**config.mk**
```make
export PLATFORM = sky130hd
export DESIGN_NAME = clkdiv_banks
export DESIGN_NICKNAME = d
export VERILOG_FILES = /design/src/rtl/clkdiv_pkg.sv /design/src/rtl/clkdiv_ratio_decode.sv /design/src/rtl/clkdiv_tick.sv /design/src/rtl/clkdiv_counter.sv /design/src/rtl/clkdiv_gate.sv /design/src/rtl/clkdiv_banks.sv
export SDC_FILE = /design/constraint.sdc
export NUM_CORES = 1
export LEC_CHECK = 0
export CAP_MARGIN = 20
export CORE_ASPECT_RATIO = 1.4
export CORE_UTILIZATION = 40
export CTS_CLUSTER_DIAMETER = 60
export DETAILED_ROUTE_END_ITERATION = 8
export GPL_TIMING_DRIVEN = 0
export PLACE_DENSITY = 0.6
export SLEW_MARGIN = 20
export SYNTH_ARGS = -nofsm -noshare
export SYNTH_HDL_FRONTEND = slang
export SYNTH_SLANG_ARGS = --single-unit
```
**constraint.sdc**
```tcl
create_clock -name clk_src -period 5.3 [get_ports clk_src]
set_input_delay 1.325 -clock clk_src [delete_from_list [all_inputs] [get_ports clk_src]]
set_output_delay 1.325 -clock clk_src [all_outputs]
set_load 0.03 [all_outputs]
```
**src/rtl/clkdiv_pkg.sv**
```systemverilog
// Shared constants and ratio tables for the multi-bank clock divider.
// Assumes every ratio is at least 2 and fits in CNT_W bits.
package clkdiv_pkg;
    localparam int CNT_W   = 6;
    localparam int NUM_OUT = 4;
    localparam int IDX_A   = 0;
    localparam int IDX_B   = 1;
    localparam int IDX_C   = 2;
    localparam int IDX_FB  = 3;

    // Live configuration; any change of it restarts every divider.
    typedef struct packed {
        logic       bypass;
        logic       vco_hi;
        logic       inv_b;
        logic [2:0] sel_fb;
        logic [1:0] sel_c;
        logic [1:0] sel_b;
        logic [1:0] sel_a;
    } cfg_t;

    // Scale a high-range ratio down to the low range (doubling).
    function automatic int scale_range(int base, logic hi);
        return hi ? base : 2 * base;
    endfunction

    // Bank A: 2,3,4,5 in the high range.
    function automatic int div_a(logic [1:0] s, logic hi);
        return scale_range(int'(s) + 2, hi);
    endfunction

    // Bank B: 2,4,5,6 in the high range.
    function automatic int div_b(logic [1:0] s, logic hi);
        return scale_range((s == 2'd0) ? 2 : int'(s) + 3, hi);
    endfunction

    // Bank C: 2,4,6,8 in the high range.
    function automatic int div_c(logic [1:0] s, logic hi);
        return scale_range(2 * (int'(s) + 1), hi);
    endfunction

    // Feedback: (4 + 2*low bits), doubled by the top code bit.
    function automatic int div_fb(logic [2:0] s, logic hi);
        int base;
        base = 4 + 2 * int'(s[1:0]);
        if (s[2]) base = 2 * base;
        return scale_range(base, hi);
    endfunction
endpackage

```
**src/rtl/clkdiv_ratio_decode.sv**
```systemverilog
// Turns the select codes into one divide ratio per output.
// Pure combinational; assumes the tables in clkdiv_pkg give ratios >= 2.
module clkdiv_ratio_decode #(
    parameter int W = clkdiv_pkg::CNT_W,
    parameter int N = clkdiv_pkg::NUM_OUT
) (
    input  logic              vco_hi,
    input  logic [1:0]        sel_a,
    input  logic [1:0]        sel_b,
    input  logic [1:0]        sel_c,
    input  logic [2:0]        sel_fb,
    output logic [N-1:0][W-1:0] ratio
);
    import clkdiv_pkg::*;

    // Look up each output's ratio from its own select code.
    always_comb begin
        ratio          = '0;
        ratio[IDX_A]   = W'(div_a(sel_a, vco_hi));
        ratio[IDX_B]   = W'(div_b(sel_b, vco_hi));
        ratio[IDX_C]   = W'(div_c(sel_c, vco_hi));
        ratio[IDX_FB]  = W'(div_fb(sel_fb, vco_hi));
    end
endmodule

```
**src/rtl/clkdiv_tick.sv**
```systemverilog
// Produces the divider advance strobe. Outside bypass it is high on every
// source cycle. In bypass it is high for one cycle per synchronized rising
// edge of the reference input. Assumes ref_in is slower than half of clk.
module clkdiv_tick #(
    parameter int STAGES = 2
) (
    input  logic clk,
    input  logic rst_n,
    input  logic bypass,
    input  logic ref_in,
    output logic tick
);
    logic [STAGES-1:0] ref_sh;
    logic              ref_rise;

    // Shift the reference through the synchronizer chain.
    always_ff @(posedge clk) begin
        if (!rst_n) ref_sh <= '0;
        else        ref_sh <= {ref_sh[STAGES-2:0], ref_in};
    end

    // Rising edge seen between the last two stages.
    always_comb ref_rise = ref_sh[STAGES-2] & ~ref_sh[STAGES-1];

    // Select the advance strobe for the current mode.
    always_comb tick = bypass ? ref_rise : 1'b1;


    ref_rise_single_chk: assert property (@(posedge clk) disable iff (!rst_n)
        ref_rise |=> !ref_rise);
endmodule

```
**src/rtl/clkdiv_counter.sv**
```systemverilog
// Modulo-N counter for one output. It reports the next output phase and
// whether the next counted edge is a natural rising or falling edge.
// Phase is high for counts 0..N/2-1 (inverted when invert=1). Reset and
// restart load N-1, so the next counted edge is count 0.
module clkdiv_counter #(
    parameter int W = clkdiv_pkg::CNT_W
) (
    input  logic         clk,
    input  logic         rst_n,
    input  logic         tick,
    input  logic         restart,
    input  logic         invert,
    input  logic [W-1:0] ratio,
    output logic         ph_nxt,
    output logic         rise_nxt,
    output logic         fall_nxt
);
    logic [W-1:0] cnt, cnt_adv, cnt_n, half, last;

    // Work out the next count and the edge events it implies.
    always_comb begin
        last     = ratio - 1'b1;
        half     = ratio >> 1;
        cnt_adv  = (cnt >= last) ? W'(0) : cnt + 1'b1;
        cnt_n    = restart ? last : (tick ? cnt_adv : cnt);
        ph_nxt   = invert ? (cnt_n >= half) : (cnt_n < half);
        rise_nxt = tick && !restart && (cnt_adv == (invert ? half : W'(0)));
        fall_nxt = tick && !restart && (cnt_adv == (invert ? W'(0) : half));
    end

    // Hold the count; reset parks it just before count 0.
    always_ff @(posedge clk) begin
        if (!rst_n) cnt <= last;
        else        cnt <= cnt_n;
    end


    cnt_in_range_chk: assert property (@(posedge clk) disable iff (!rst_n)
        !restart |-> (cnt < ratio));
endmodule

```
**src/rtl/clkdiv_gate.sv**
```systemverilog
// Clean stop-low gate for one output. The run flag drops only on a natural
// falling edge and rises only on a natural rising edge, so every pulse has
// full width. The output is a flop equal to run AND phase.
module clkdiv_gate (
    input  logic clk,
    input  logic rst_n,
    input  logic restart,
    input  logic enable,
    input  logic ph_nxt,
    input  logic rise_nxt,
    input  logic fall_nxt,
    output logic q
);
    logic run, run_n;

    // Decide whether the output runs after this edge.
    always_comb begin
        run_n = run;
        if (restart)                         run_n = 1'b0;
        else if (!run && enable && rise_nxt) run_n = 1'b1;
        else if (run && !enable && fall_nxt) run_n = 1'b0;
    end

    // Register the run flag and the gated output.
    always_ff @(posedge clk) begin
        if (!rst_n) begin
            run <= 1'b0;
            q   <= 1'b0;
        end else begin
            run <= run_n;
            q   <= run_n & ph_nxt;
        end
    end


    rise_natural_chk: assert property (@(posedge clk) disable iff (!rst_n)
        $rose(q) |-> $past(rise_nxt));


    fall_clean_chk: assert property (@(posedge clk) disable iff (!rst_n)
        $fell(q) |-> ($past(fall_nxt) || $past(restart) || $past(!rst_n)));
endmodule

```
**src/rtl/clkdiv_banks.sv**
```systemverilog
// Top of the multi-bank divider: three banks plus feedback, all counted
// from one strobe. There is a registered A/C coincidence pulse and
// per-output clean stop-low gating. A configuration change restarts all
// dividers at once. Assumes inputs are synchronous to clk_src, apart from
// ref_in.
module clkdiv_banks #(
    parameter int CNT_W      = clkdiv_pkg::CNT_W,
    parameter int REF_STAGES = 2,
    parameter int INV_BANK   = clkdiv_pkg::IDX_B
) (
    input  logic                          clk_src,
    input  logic                          rst_n,
    input  logic                          ref_in,
    input  logic                          bypass,
    input  logic                          vco_hi,
    input  logic                          inv_b,
    input  logic [1:0]                    sel_a,
    input  logic [1:0]                    sel_b,
    input  logic [1:0]                    sel_c,
    input  logic [2:0]                    sel_fb,
    input  logic [clkdiv_pkg::NUM_OUT-1:0] out_en,
    output logic                          clk_a,
    output logic                          clk_b,
    output logic                          clk_c,
    output logic                          clk_fb,
    output logic                          sync_out
);
    import clkdiv_pkg::*;

    localparam int NO = NUM_OUT;

    cfg_t                 cfg_live, cfg_q;
    logic                 restart, tick;
    logic [NO-1:0][CNT_W-1:0] ratio;
    logic [NO-1:0]        ph_nxt, rise_nxt, fall_nxt, q_out;
    logic                 sync_q;

    // Gather the live configuration into one word.
    always_comb cfg_live = '{bypass: bypass, vco_hi: vco_hi, inv_b: inv_b,
                             sel_fb: sel_fb, sel_c: sel_c, sel_b: sel_b,
                             sel_a: sel_a};

    // Track the previous configuration (also loaded during reset).
    always_ff @(posedge clk_src) cfg_q <= cfg_live;

    // Any configuration change restarts every divider together.
    always_comb restart = (cfg_live != cfg_q);

    clkdiv_ratio_decode #(.W(CNT_W), .N(NO)) u_dec (
        .vco_hi (vco_hi),
        .sel_a  (sel_a),
        .sel_b  (sel_b),
        .sel_c  (sel_c),
        .sel_fb (sel_fb),
        .ratio  (ratio)
    );

    clkdiv_tick #(.STAGES(REF_STAGES)) u_tick (
        .clk    (clk_src),
        .rst_n  (rst_n),
        .bypass (bypass),
        .ref_in (ref_in),
        .tick   (tick)
    );

    for (genvar i = 0; i < NO; i++) begin : g_out
        localparam bit CAN_INV = (i == INV_BANK);

        clkdiv_counter #(.W(CNT_W)) u_cnt (
            .clk      (clk_src),
            .rst_n    (rst_n),
            .tick     (tick),
            .restart  (restart),
            .invert   (CAN_INV & inv_b),
            .ratio    (ratio[i]),
            .ph_nxt   (ph_nxt[i]),
            .rise_nxt (rise_nxt[i]),
            .fall_nxt (fall_nxt[i])
        );

        clkdiv_gate u_gate (
            .clk      (clk_src),
            .rst_n    (rst_n),
            .restart  (restart),
            .enable   (out_en[i]),
            .ph_nxt   (ph_nxt[i]),
            .rise_nxt (rise_nxt[i]),
            .fall_nxt (fall_nxt[i]),
            .q        (q_out[i])
        );
    end

    // Register the A/C rising-edge coincidence, independent of the enables.
    always_ff @(posedge clk_src) begin
        if (!rst_n) sync_q <= 1'b0;
        else        sync_q <= rise_nxt[IDX_A] & rise_nxt[IDX_C];
    end

    // Drive the ports from the gate flops.
    always_comb begin
        clk_a    = q_out[IDX_A];
        clk_b    = q_out[IDX_B];
        clk_c    = q_out[IDX_C];
        clk_fb   = q_out[IDX_FB];
        sync_out = sync_q;
    end


    sync_one_cycle_chk: assert property (@(posedge clk_src) disable iff (!rst_n)
        sync_q |=> !sync_q);


    restart_low_chk: assert property (@(posedge clk_src) disable iff (!rst_n)
        restart |=> (q_out == '0) && !sync_q);
endmodule

```
==> results.cfg, run 1 <==
[critical_path]
crit_type = in2reg
slowest_delay_ps = 530
end_kind = flop
path_buf_inv = 2
cp_max_fo = 6
start_kind = input pin
critPathTopFamily = compound AO/OA/AOI/OAI gates
crit_arrival_ps = 5350
crit_chain = clkdlybuf4s50_1 > ha_4 > inv_1 > a21oi_4 > nor2_1 > xor2_1 > ha_1 > a21oi_2 > o22ai_1 > nor4_4 > nand2_2 > nor4b_2 > a21oi_1 > mux2i_1 > ha_1 > o211a_1 > a221oi_2 > and4_1
cp.required_ps = 5540
crit_path_top_delay_cell = clkdlybuf4s50_1
timing.critical_path.mode_cell = ha_1

[placed_design]
place_ws_ps = -1390
place_congestion = 0.8846
dpl.hpwl_um = 9691
port_buffers = 23

[cells_and_area]
register_area_um2 = 940.9
antenna_cells = 0
layout-drive-gt1-share = 0.09287
syn2layout_area_growth_pct = 18.79
n_fill_cell = 1024
final_core_util = 0.4922
layout_commonest_cell = nand2_1
multi_input_area_um2 = 3364
layout_common_cells = nand2_1, dfxtp_1, nor2_1
nets = 664

[yosys]
ys_types = 71
avgSynthCellArea_um2 = 7.631
ys_seq_area_frac = 0.2171
ys_seq_elements = 47
yosys_warnings = 0
synth_cells = 568
synthArstFlopShare = 0
synth_fp_nets = 630
ys.flop_type = dfxtp_1
synth_edf_count = 0
syn_area_um2 = 4334

[clocking]
hold_buffers = 0
cts_tree = yes
clockBufferDepth = 2
root_buffer = clkbuf_16
clk_pin_slew_ps = 70
cts_sinks = 47
cts_inserted_buffers = 5
clock_latency_ps = 300
htreeDepth = 2

[timing]
max_slew_margin = 0.4565
final-hold-violation-count = 0
finalSetupViolations = 0
worstMarginPinSlew_ps = 810.8
fin_ws_ps = 194.0
period_share = 0.9634
maxSlewViolCount = 0
fin_hold_ws_ps = 467.0
fin_setup_tns_ps = 0
fin_crit_ps = 5106
skew_ps = 5.216
clock.fmax_ghz = 0.1958

[grt]
antenna_found_initial = 0
overflow = 0
grt_usage = 0.2325
grt_max_degree = 15
grt_pass1_vias = 4242
grt_pass1_wl_um = 21000

[die]
dieArea_um2 = 11260
io_pins = 24
die_w_um = 89.98
start_util = 0.4144
die_h_um = 125.2
rows = 44
core-area_um2 = 10460

[detailed_routing]
first_pass_iters = 4
num_vias = 4449
via_per_inst = 6.004
wl_um = 13280
drt.antenna.violating_nets = 0
first_iter_violations = 234
post-route-drc-count = 0
wl_per_cell_um = 17.92

[power_and_ir_drop]
peakVddDrop_v = 0.0001428
powerDensity_nw_per_um2 = 257.2
p_leak_nw = 2.103

[run_status]
status = completed

[min_path]
hold_class = reg2reg

[job]
drv_cap = 0
[flip-flops by register name, summed over array words and instances, names as in the netlist]
| name | flops |
|---|---|
| u_tick.ref_sh | 2 |
| g_out.u_gate.q | 4 |
| g_out.u_cnt.cnt | 24 |
| g_out.u_gate.run | 4 |
| cfg_q | 12 |
| sync_out | 1 |
[timing repair]
action / 4_1_cts / 5_1_grt
setup buffers: 4 / 2
pin swaps: 4 / 2
endpoints found under the setup margin: 16 / 4
resized for setup: 29 / 29
[cell type report]
type | count | area share
plain buffers | 24 | 0.02260
clock buffers | 7 | 0.02770
clock inverters | 1 | 0.001701
inverters | 32 | 0.02333
multi-input cells | 463 | 0.6535
flip-flops and latches | 47 | 0.1827
well taps | 138 | 0.03354
repair buffers | 29 | 0.05492
[worst register-to-register path: stages, from the launching register on]
cell and delay [ps]:
dfxtp_1 300, nand2b_1 230, and2_1 300, clkbuf_1 510
clkbuf_1 510, clkbuf_2 400, nand2_1 120, o31ai_2 90
nor2_1 70, a31oi_1 200, ha_1 270, a21oi_1 200
and3_1 180, a32oi_1 80, a2111oi_2 250
[cells in the mapped netlist (3+ instances only)]
master / count / area [um2]
a211oi_1: 6 / 45.04
o31ai_1: 4 / 30.03
and3_1: 11 / 68.82
o21ai_0: 16 / 80.08
clkbuf_1: 19 / 71.32
a21oi_1: 45 / 225.2
o211a_1: 3 / 30.03
dfxtp_1: 47 / 940.9
a31o_1: 3 / 26.28
nor2_1: 45 / 168.9
nand3_1: 23 / 115.1
o22ai_1: 3 / 18.77
o211ai_1: 7 / 52.55
and2_1: 10 / 62.56
a31oi_1: 10 / 62.56
nand2b_1: 7 / 43.79
nor3_1: 11 / 55.05
and4_1: 3 / 26.28
a2111oi_0: 5 / 43.79
o21a_1: 4 / 30.03
nand4_1: 12 / 75.07
buf_2: 4 / 20.02
nand2_1: 50 / 187.7
xor2_1: 7 / 61.31
xnor2_1: 25 / 219.0
inv_1: 31 / 116.4
o21ai_1: 13 / 65.06
ha_1: 43 / 538.0
mux2_2: 4 / 45.04
nor2b_1: 9 / 56.30
or3_1: 7 / 43.79
nor4b_1: 4 / 35.03
mux2i_1: 17 / 170.2
a21o_1: 7 / 52.55
buf_1: 3 / 11.26
nor4_1: 7 / 43.79
[per-stage QoR]
step | total power (W) | cells | cell area (um2)
after floorplan | 0.0007819 | 568 | 4334
after global placement | 0.0008989 | 729 | 4737
after detailed placement | 0.0009078 | 729 | 4742
after CTS | 0.001291 | 740 | 5034
after global routing | 0.001401 | 741 | 5149
final | 0.001324 | 741 | 5149
[routing by layer]
layer | global-route usage | up-vias | routed length (um)
met2 | 0.4308 | 146 | 6865
met1 | 0.2663 | 2106 | 5456
met3 | 0.02555 | 24 | 528
met5 | 0 | - | 0
li1 | - | 2173 | -
met4 | 0.1034 | 0 | 429
[where the power goes]
group          internal [W]  switching, W
combinational      0.000248      0.000333
sequential         0.000376     0.0000279
clock              0.000189      0.000150
total              0.000813      0.000511
[cells by family (layout without fill, tap and decap cells)]
family	count (synthesis)	after routing	synth area share
multiplexers	22	22	0.05225
adder cells (fa/ha/maj)	43	43	0.1241
flip-flops	47	47	0.2171
AO/OA/AOI/OAI	156	156	0.2413
XOR/XNOR	32	32	0.06467
other	1	1	0.0008652
AND/OR/NAND/NOR	209	209	0.2483
buffers and inverters	58	93	0.05138
[worst paths after layout]
path                            depth (start not counted)                           end                   startpoint  slack [ps]
worst min register to register                          1   u_tick.ref_sh[1]$_SDFF_PN0_  u_tick.ref_sh[0]$_SDFF_PN0_         470
worst min-delay path                                    1   u_tick.ref_sh[1]$_SDFF_PN0_  u_tick.ref_sh[0]$_SDFF_PN0_         470
worst max register to register                         14  g_out[3].u_gate.q$_SDFF_PN0_  u_tick.ref_sh[1]$_SDFF_PN0_        1510
worst max-delay path                                   18  g_out[2].u_gate.q$_SDFF_PN0_                     sel_c[1]         190
(Power assumes the default switching activity.)
==> run 2: changes to the inputs <==
--- a/config.mk
+++ b/config.mk
@@ -9,9 +9,10 @@
 export CORE_ASPECT_RATIO = 1.4
 export CORE_UTILIZATION = 40
 export CTS_CLUSTER_DIAMETER = 60
+export CTS_CLUSTER_SIZE = 40
 export DETAILED_ROUTE_END_ITERATION = 8
 export GPL_TIMING_DRIVEN = 0
-export PLACE_DENSITY = 0.6
+export PLACE_DENSITY = 0.58
 export SLEW_MARGIN = 20
 export SYNTH_ARGS = -nofsm -noshare
 export SYNTH_HDL_FRONTEND = slang
==> constraint.sdc (replaced) <==
create_clock -name clk_src -period 6.4 [get_ports clk_src]
set_input_delay 1.6 -clock clk_src [delete_from_list [all_inputs] [get_ports clk_src]]
set_output_delay 1.6 -clock clk_src [all_outputs]
set_load 0.03 [all_outputs]
==> run 2 against run 1 <==
  * Total power decreased by 21%
  * Sequential power is 17% lower
  * Combinational power is 26% lower
  * Critical endpoint is now g_out[1].u_gate.q$_SDFF_PN0_
  * Highest routed layer unchanged
==> results.cfg, run 2 (synthesis results as in run 1) <==
[clocking]
clk_pin_slew_ps = 70
root_buffer = clkbuf_16
clockBufferDepth = 2
cts_inserted_buffers = 5
postCtsSetupBuffers = 0
clock_latency_ps = 300
cts_sinks = 47
cts_tree = yes
htreeDepth = 2

[min_path]
hold_class = reg2reg
holdPathEnd = u_tick.ref_sh[1]$_SDFF_PN0_
min_from = u_tick.ref_sh[0]$_SDFF_PN0_
hold_depth = 1

[critical_path]
crit_type = in2reg
r2r_start = u_tick.ref_sh[1]$_SDFF_PN0_
r2r_end = g_out[3].u_gate.q$_SDFF_PN0_
crit_arrival_ps = 6210
cp_max_fo = 17
rr_worst_depth = 14
cp.required_ps = 6610
start_kind = input pin
end_kind = flop
r2r_slack_ps = 2280

[power_and_ir_drop]
peakVddDrop_v = 0.0001218
powerDensity_nw_per_um2 = 211.7
p_leak_nw = 2.004

[timing]
max_slew_margin = 0.4444
rsz0062_at_grt = no
finalSetupViolations = 0
fin_setup_tns_ps = 0
skew_ps = 4.384
fin_ws_ps = 396.3
maxSlewViolCount = 0
period_share = 0.9381
fin_crit_ps = 6004
final-hold-violation-count = 0
worstMarginPinSlew_ps = 828.9
clock.fmax_ghz = 0.1666

[detailed_routing]
via_per_inst = 6.020
wl_um = 12820
post-route-drc-count = 0
num_vias = 4431
drt.antenna.violating_nets = 0
wl_per_cell_um = 17.42
first_iter_violations = 223
first_pass_iters = 5

[cells_and_area]
syn2layout_area_growth_pct = 13.71
nets = 659
antenna_cells = 0
layout-drive-gt1-share = 0.05017
layout_commonest_cell = nand2_1
final_core_util = 0.4712
reg.largest.list = g_out.u_cnt.cnt (24), cfg_q (12)
layout_common_cells = nand2_1, dfxtp_1, nor2_1
n_fill_cell = 1047
fin_cells = 736
largest_register = g_out.u_cnt.cnt
largest_reg_flops = 24

[grt]
antenna_found_initial = 0
grt_pass1_vias = 4197
grt_pass1_wl_um = 21290
overflow = 0
grt_usage = 0.2332
grt_max_degree = 18

[run_status]
status = completed

[placed_design]
place_ws_ps = -694.7
dpl.hpwl_um = 9751
port_buffers = 23
place_congestion = 0.8691
post-place-cells = 729

[die]
die_h_um = 125.2
start_util = 0.4144
rows = 44
io_pins = 24
die_w_um = 89.98
core-area_um2 = 10460
dieArea_um2 = 11260

[job]
drv_cap = 0
run 2: changes by cell type in the layout (fill, tap and decap cells not counted), sizes merged:
cell,previous run,this run
clkinv,1,2
buf,13,6
clkdlybuf4s50,17,23
dlymetal6s2s,4,0
inv,32,33
dlygate4sd2,2,0
run 2: through the flow:
step | total power, W | cell area, um2 | hold WS, ps
after global routing | 0.001116 | 4928 | 493.1
after detailed placement | 0.0007520 | 4742 | 454.1
after global placement | 0.0007450 | 4737 | 446.7
after floorplan | 0.0006475 | 4334 | 430.9
after CTS | 0.001031 | 4892 | 476.9
final | 0.001043 | 4928 | 465.4
run 2: worst max-delay path by stage:
stage,startpoint,endpoint,slack [ps],cells after the start
final,vco_hi,g_out[1].u_gate.q$_SDFF_PN0_,400,19
after global routing,vco_hi,g_out[1].u_gate.q$_SDFF_PN0_,20,19
after CTS,vco_hi,g_out[1].u_gate.q$_SDFF_PN0_,140,19
after detailed placement,vco_hi,g_out[2].u_gate.q$_SDFF_PN0_,-690,18
after global placement,vco_hi,g_out[2].u_gate.q$_SDFF_PN0_,-640,18
after floorplan,vco_hi,g_out[1].u_gate.q$_SDFF_PN0_,930,17
run 2: power breakdown:
| group | switching (W) | internal (W) |
|---|---|---|
| registers | 0.0000233 | 0.000311 |
| logic | 0.000255 | 0.000175 |
| clock network | 0.000133 | 0.000146 |
| total | 0.000411 | 0.000632 |
run 2: critical path: stages:
cell and delay (ps):
clkdlybuf4s50_1 460, buf_2 360, clkbuf_2 330, nand2_1 190, ha_1 250, xor2_1 270, inv_1 80, ha_1 270
o21a_1 100, o21ai_1 80, o21ai_1 450, and2_1 300, o21ai_0 100, a21o_1 220, mux2_1 320, ha_1 310
a21oi_1 170, a31oi_1 110, a221oi_1 230
run 2: what timing repair did:
item / 4_1_cts / 5_1_grt
gates resized for setup: 2 / 10
setup endpoints to repair: 3 / 3
pin swaps: 0 / 1
hold buffers: 0 / 0
run 2: layer usage:
layer	part of all wire	global-route usage	wire, um
met2	0.48	0.4023	6191
met1	0.43	0.2900	5546
met5	0	0	0
met3	0.048	0.03285	619
met4	0.036	0.09677	465
run 2: cell type report:
cell class                 instances  area (um2)  share of cell area
sequential                        47       940.9              0.1909
clock buffer                       5       125.1             0.02539
timing repair buffer              23       230.2             0.04671
clock inverter                     3       18.77            0.003808
multi-input combinational        463        3221              0.6535
inverter                          32       120.1             0.02437
buffer                            25       100.1             0.02031
tap                              138       172.7             0.03503
